<file path="src/rtl/pwm_pkg.sv">
package pwm_pkg;
    localparam int PWM_DATA_W = 8;
    localparam int PWM_NUM_CH = 2;

    // address 0 is the prescaler; compare registers follow from 1
    localparam int ADDR_PRESCALE  = 0;
    localparam int ADDR_CMP_FIRST = 1;

    // last counter value before wrap: one below the all-ones code
    function automatic int count_limit(input int width);
        return (1 << width) - 2;
    endfunction

    typedef enum logic [1:0] {
        TB_IDLE,
        TB_COUNTDOWN,
        TB_RELOAD
    } tb_phase_e;
endpackage

</file>
<file path="src/rtl/pwm_regs.sv">
module pwm_regs #(
    parameter int DATA_W = pwm_pkg::PWM_DATA_W,
    parameter int NUM_CH = pwm_pkg::PWM_NUM_CH,
    parameter int ADDR_W = $clog2(NUM_CH + 1)
) (
    input  logic                          clk,
    input  logic                          rst,
    input  logic                          wr_en,
    input  logic [ADDR_W-1:0]             wr_addr,
    input  logic [DATA_W-1:0]             wr_data,
    input  logic [ADDR_W-1:0]             rd_addr,
    output logic [DATA_W-1:0]             rd_data,
    output logic [DATA_W-1:0]             prescale,
    output logic [NUM_CH-1:0][DATA_W-1:0] cmp
);
    import pwm_pkg::*;

    localparam logic [ADDR_W-1:0] SEL_PRE = ADDR_W'(ADDR_PRESCALE);

    always_ff @(posedge clk) begin
        if (rst) begin
            prescale <= '0;
        end else if (wr_en && wr_addr == SEL_PRE) begin
            prescale <= wr_data;
        end
    end

    generate
        for (genvar ch = 0; ch < NUM_CH; ch++) begin : g_cmp
            localparam logic [ADDR_W-1:0] SEL_CH = ADDR_W'(ADDR_CMP_FIRST + ch);
            always_ff @(posedge clk) begin
                if (rst) begin
                    cmp[ch] <= '0;
                end else if (wr_en && wr_addr == SEL_CH) begin
                    cmp[ch] <= wr_data;
                end
            end

            // addressed compare register takes the written byte
            p_cmp_write_r9: assert property (@(posedge clk) disable iff (rst)
                (wr_en && wr_addr == SEL_CH) |=> (cmp[ch] == $past(wr_data)));
        end
    endgenerate

    always_comb begin
        rd_data = '0;
        if (rd_addr == SEL_PRE) begin
            rd_data = prescale;
        end
        for (int ch = 0; ch < NUM_CH; ch++) begin
            if (rd_addr == ADDR_W'(ADDR_CMP_FIRST + ch)) begin
                rd_data = cmp[ch];
            end
        end
    end

    // the prescaler register only moves on its own address
    p_pre_hold_r9: assert property (@(posedge clk) disable iff (rst)
        !(wr_en && wr_addr == SEL_PRE) |=> $stable(prescale));
endmodule

</file>
<file path="src/rtl/pwm_timebase.sv">
module pwm_timebase #(
    parameter int DATA_W = pwm_pkg::PWM_DATA_W
) (
    input  logic              clk,
    input  logic              rst,
    input  logic [DATA_W-1:0] prescale,
    output logic [DATA_W-1:0] count,
    output logic              tick
);
    import pwm_pkg::*;

    localparam logic [DATA_W-1:0] CNT_MAX = DATA_W'(count_limit(DATA_W));

    logic [DATA_W-1:0] div_q;
    tb_phase_e         phase;

    always_comb begin
        if (rst)             phase = TB_IDLE;
        else if (div_q == 0) phase = TB_RELOAD;
        else                 phase = TB_COUNTDOWN;
    end

    assign tick = (phase == TB_RELOAD);

    always_ff @(posedge clk) begin
        if (rst) begin
            div_q <= '0;
        end else begin
            case (phase)
                TB_RELOAD:    div_q <= prescale;
                TB_COUNTDOWN: div_q <= div_q - 1'b1;
                default:      div_q <= '0;
            endcase
        end
    end

    always_ff @(posedge clk) begin
        if (rst) begin
            count <= '0;
        end else if (tick) begin
            count <= (count == CNT_MAX) ? '0 : count + 1'b1;
        end
    end

    // counter never leaves 0..limit
    p_cnt_range_r3: assert property (@(posedge clk) disable iff (rst)
        count <= CNT_MAX);

    // counter moves only on an enable pulse
    p_cnt_hold_r1: assert property (@(posedge clk) disable iff (rst)
        !tick |=> $stable(count));

    // an enable at the limit wraps to zero
    p_cnt_wrap_r3: assert property (@(posedge clk) disable iff (rst)
        (tick && count == CNT_MAX) |=> (count == '0));
endmodule

</file>
<file path="src/rtl/pwm_channel.sv">
module pwm_channel #(
    parameter int DATA_W = pwm_pkg::PWM_DATA_W
) (
    input  logic              clk,
    input  logic              rst,
    input  logic [DATA_W-1:0] count,
    input  logic [DATA_W-1:0] cmp,
    output logic              pwm
);
    logic below;

    assign below = (cmp > count);

    always_ff @(posedge clk) begin
        if (rst) pwm <= 1'b1;
        else     pwm <= ~below;
    end

    // all-ones compare forces the output low
    p_const_low_r5: assert property (@(posedge clk) disable iff (rst)
        (cmp == '1) |=> !pwm);

    // zero compare forces the output high
    p_const_high_r5: assert property (@(posedge clk) disable iff (rst)
        (cmp == '0) |=> pwm);
endmodule

</file>
<file path="src/rtl/pwm_dual.sv">
module pwm_dual #(
    parameter int DATA_W = pwm_pkg::PWM_DATA_W,
    parameter int NUM_CH = pwm_pkg::PWM_NUM_CH,
    parameter int ADDR_W = $clog2(NUM_CH + 1)
) (
    input  logic              clk,
    input  logic              rst,
    input  logic              wr_en,
    input  logic [ADDR_W-1:0] wr_addr,
    input  logic [DATA_W-1:0] wr_data,
    input  logic [ADDR_W-1:0] rd_addr,
    output logic [DATA_W-1:0] rd_data,
    output logic [NUM_CH-1:0] pwm_out
);
    logic [DATA_W-1:0]             prescale;
    logic [NUM_CH-1:0][DATA_W-1:0] cmp;
    logic [DATA_W-1:0]             count;
    logic                          tick;

    pwm_regs #(.DATA_W(DATA_W), .NUM_CH(NUM_CH), .ADDR_W(ADDR_W)) u_regs (
        .clk      (clk),
        .rst      (rst),
        .wr_en    (wr_en),
        .wr_addr  (wr_addr),
        .wr_data  (wr_data),
        .rd_addr  (rd_addr),
        .rd_data  (rd_data),
        .prescale (prescale),
        .cmp      (cmp)
    );

    pwm_timebase #(.DATA_W(DATA_W)) u_timebase (
        .clk      (clk),
        .rst      (rst),
        .prescale (prescale),
        .count    (count),
        .tick     (tick)
    );

    generate
        for (genvar ch = 0; ch < NUM_CH; ch++) begin : g_ch
            pwm_channel #(.DATA_W(DATA_W)) u_ch (
                .clk   (clk),
                .rst   (rst),
                .count (count),
                .cmp   (cmp[ch]),
                .pwm   (pwm_out[ch])
            );
        end
    endgenerate

    // equal compare values give equal outputs
    p_shared_base_r2: assert property (@(posedge clk) disable iff (rst)
        (cmp[0] == cmp[NUM_CH-1]) |=> (pwm_out[0] == pwm_out[NUM_CH-1]));

    // outputs come out of reset high
    p_reset_high_r8: assert property (@(posedge clk)
        rst |=> (pwm_out == '1));
endmodule

</file>
<file path="config.mk">
export PLATFORM = sky130hd
export DESIGN_NAME = pwm_dual
export DESIGN_NICKNAME = d
export VERILOG_FILES = /design/src/rtl/pwm_pkg.sv /design/src/rtl/pwm_regs.sv /design/src/rtl/pwm_timebase.sv /design/src/rtl/pwm_channel.sv /design/src/rtl/pwm_dual.sv
export SDC_FILE = /design/constraint.sdc
export NUM_CORES = 1
export LEC_CHECK = 0
export BUFFER_PORTS_ARGS = -buffer_cell sky130_fd_sc_hd__buf_2
export CAP_MARGIN = 20
export CORE_MARGIN = 2
export CORE_UTILIZATION = 44
export CTS_BUF_LIST = sky130_fd_sc_hd__clkbuf_4
export CTS_CLUSTER_SIZE = 28
export DETAILED_ROUTE_END_ITERATION = 10
export PLACE_DENSITY_LB_ADDON = 0.25
export SYNTH_ARGS = -nofsm -noshare
export SYNTH_HDL_FRONTEND = slang
export SYNTH_HIERARCHICAL = 1
export SYNTH_SLANG_ARGS = --single-unit
</file>
<file path="constraint.sdc">
create_clock -name clk -period 5 [get_ports clk]
set_clock_uncertainty 0.2 [all_clocks]
set_input_delay 0.5 -clock clk [delete_from_list [all_inputs] [get_ports clk]]
set_output_delay 0.5 -clock clk [all_outputs]
set_load 0.005 [all_outputs]
</file>
==> impl_metrics.env <==
export IMPL_core_area_um2=5439
export IMPL_initial_core_util_pct=45.13
export IMPL_grt_max_degree=41
export IMPL_max_freq_ghz=0.4239
export IMPL_rsz0062_at_grt="no"
export IMPL_synth_distinct_cells=42
export IMPL_maxSlewHeadroom_pct=57.91
export IMPL_clkPwrFrac_pct=17.4
export IMPL_p_int_mw=0.6010
export IMPL_dieHeight_um=78.70
export IMPL_insertedDiodeCount=0
export IMPL_die_area_um2=6193
export IMPL_area_growth_pct=9.072
export IMPL_cts_tree="done"
export IMPL_numCtsBuffers=5
export IMPL_period_share_pct=47.18
export IMPL_switching_share_pct=36.95
export IMPL_max_cap_viol_count=0
export IMPL_overflow=0
export IMPL_finalSetupViolCount=0
export IMPL_multi_input_area_um2=1490
export IMPL_crit_slowest_cell="o21bai_1"
export IMPL_min_path_cells=3
export IMPL_p_sw_mw=0.3522
export IMPL_gp_congestion=0.8252
export IMPL_via_count=1844
export IMPL_antenna_found_initial=0
export IMPL_synth_area_um2=2455
export IMPL_ys_seq_area_share_pct=34.25
export IMPL_drc_errors=0
export IMPL_ff_latch_area_um2=840.8
export IMPL_dieWidth_um=78.70
export IMPL_io_buffers=24
export IMPL_power_leakage_nw=1.160
export IMPL_wl_um=5162
export IMPL_synth_ff_type="dfxtp_1"
export IMPL_io_pin_count=25
export IMPL_synthMostInstantiatedCell="dfxtp_1"
export IMPL_fp_row_count=27
export IMPL_final_max_slew_viol_count=0
export IMPL_post_drt_wl_per_cell_um=14.58
export IMPL_cts_sinks=42
export IMPL_p_comb_share_pct=37.0
export IMPL_rr_worst_depth=6
export IMPL_power_density_nw_per_um2=356.0
export IMPL_synth_seq_cells=42
export IMPL_h_tree_depth=2
export IMPL_synth_avg_cell_area_um2=9.515
export IMPL_path_cells="inv_1, ha_1, nor4b_4, nand2_1, o21bai_1, nor2_1"
export IMPL_ys_warn_count=6
export IMPL_status="complete, no violations"
export IMPL_yosys_top_cells_count="dfxtp_1, nand2b_1, mux2i_1"
export IMPL_p_seq_share_pct=45.7
export IMPL_synth_edf_count=0
export IMPL_yosysTopAreaCell="dfxtp_1"
export IMPL_clkTransAtPathRegs_ns=0.14
export IMPL_drt_iter0_drc=81
export IMPL_crit_required_ns=5.03
export IMPL_cts_root_buf="clkbuf_4"
export IMPL_hold_path_class="in2reg"
export IMPL_critical_path_max_stage_delay_ns=0.54
export IMPL_post_dp_cell_area_um2=2624
export IMPL_routed_via_density=5.209
export IMPL_dr_pass1_iters=4
export IMPL_antenna_left=0
export IMPL_grt_pass1_vias=1809
export IMPL_clk_latency_ns=0.36
export IMPL_nets=316
export IMPL_hold_viol=0
export IMPL_power_mw=0.9533
export IMPL_finalSetupTns_ns=0
export IMPL_peakVddDrop_uv=141.9
export IMPL_finalCriticalPeriod_ns=2.359
export IMPL_synth_area_leaders="dfxtp_1, mux2i_1, ha_1"
export IMPL_synth_fp_nets=293
export IMPL_worstMarginPinSlew_ns=0.6300
export IMPL_post_cts_setup_buffers=0
export IMPL_ctsResizeCount=0
export IMPL_hpwl_um=3887
export IMPL_drive_above_1_share_pct=14.54
export IMPL_synth_async_reset_ratio_pct=0
export IMPL_final_cell_area_um2=2678
export IMPL_cp_start_kind="flop"
export IMPL_syn_inst=258
export IMPL_critical_path_class="reg2reg"
export IMPL_clockBufferDepth=2
export IMPL_cp_end_kind="flop"
export IMPL_grt_pass1_wl_um=8783
export IMPL_track_usage_pct=18.54
export IMPL_holdBufCountCts=0
export IMPL_path_max_fanout=10
export IMPL_worstPathArrival_ns=2.39
export IMPL_synth_top_area_share_pct=34.25
export IMPL_fillCellCount=530
==> cells by family (layout without fill, tap and decap cells) <==
family	Yosys count	count (layout)	synth area share (%)
AOI/OAI and AO/OA	39	39	11.11
buffers and inverters	30	54	5.046
and+or+nand+nor	85	85	22.63
DFF	42	42	34.25
adders and majority gates	20	20	10.19
muxes	34	34	13.91
xor gates and xnor gates	8	8	2.854
==> per-layer routing <==
metal	vias up	GRT usage, %	share of wire [%]
met5	-	0	0
met3	5	3.068	2.3
met1	850	23.53	47
li1	966	-	-
met4	0	6.316	1.3
met2	23	31.88	49
==> placed cells by master (no fill, tap or decap), drive strengths merged, types with 4 or more instances in the layout <==
cell	count
nand4	8
a21oi	13
o2bb2ai	13
clkbuf	5
ha	20
nor2	10
dfxtp	42
nand2b	34
inv	22
nand2	7
o21ai	7
buf	24
xor2	4
mux2i	33
xnor2	4
nand3	4
==> worst max-delay path: cells and delay by family (launching register included) <==
kind	cells	cell delay, ns
and+or+nand+nor	3	0.83
AOI/OAI and AO/OA	1	0.54
DFF	1	0.37
adders and majority gates	1	0.18
buffers and inverters	1	0.11
==> state kept, by name, summed over array words and instances, names as in the netlist <==
| signal | flops |
|---|---|
| u_regs/cmp | 16 |
| u_regs/prescale | 8 |
| u_timebase/div_q | 8 |
| u_timebase/count | 8 |
| g_ch.u_ch/pwm | 2 |
==> path summary, 6_finish.rpt <==
kind                       startpoint                   to  slack (ns)
setup / recovery  u_timebase/div_q[0]  u_timebase/count[5]        2.64
hold / removal             wr_data[7]        u_regs/cmp[7]        0.25
setup reg to reg  u_timebase/div_q[0]  u_timebase/count[5]        2.64
hold reg to reg    u_regs/prescale[3]  u_timebase/div_q[3]        0.29
==> power by group through the flow <==
stage / sequential (mW) / combinational, mW / clock [mW]
after floorplan: 0.428 / 0.291 / 0
after CTS: 0.435 / 0.354 / 0.175
final: 0.435 / 0.352 / 0.166
after global routing: 0.443 / 0.401 / 0.186
after detailed placement: 0.444 / 0.352 / 0
after global placement: 0.443 / 0.347 / 0
==> layout make-up <==
class	count	area share [%]
tap	72	3.364
timing repair buffer	24	4.486
sequential	42	31.40
clock inverter	3	0.6075
inverter	22	3.084
clock buffer	5	1.402
multi-input combinational	186	55.65
==> through the flow <==
step,hold slack [ns],setup WS [ns],util (%),cells
after floorplan,0.2528,3.006,-,258
after global placement,0.2781,2.729,48.24,346
after detailed placement,0.2864,2.710,48.24,346
after CTS,0.2342,2.670,49.23,354
after global routing,0.2433,2.429,49.23,354
final,0.2490,2.641,49.23,354
Note: power is estimated with default switching activity, not from simulation.
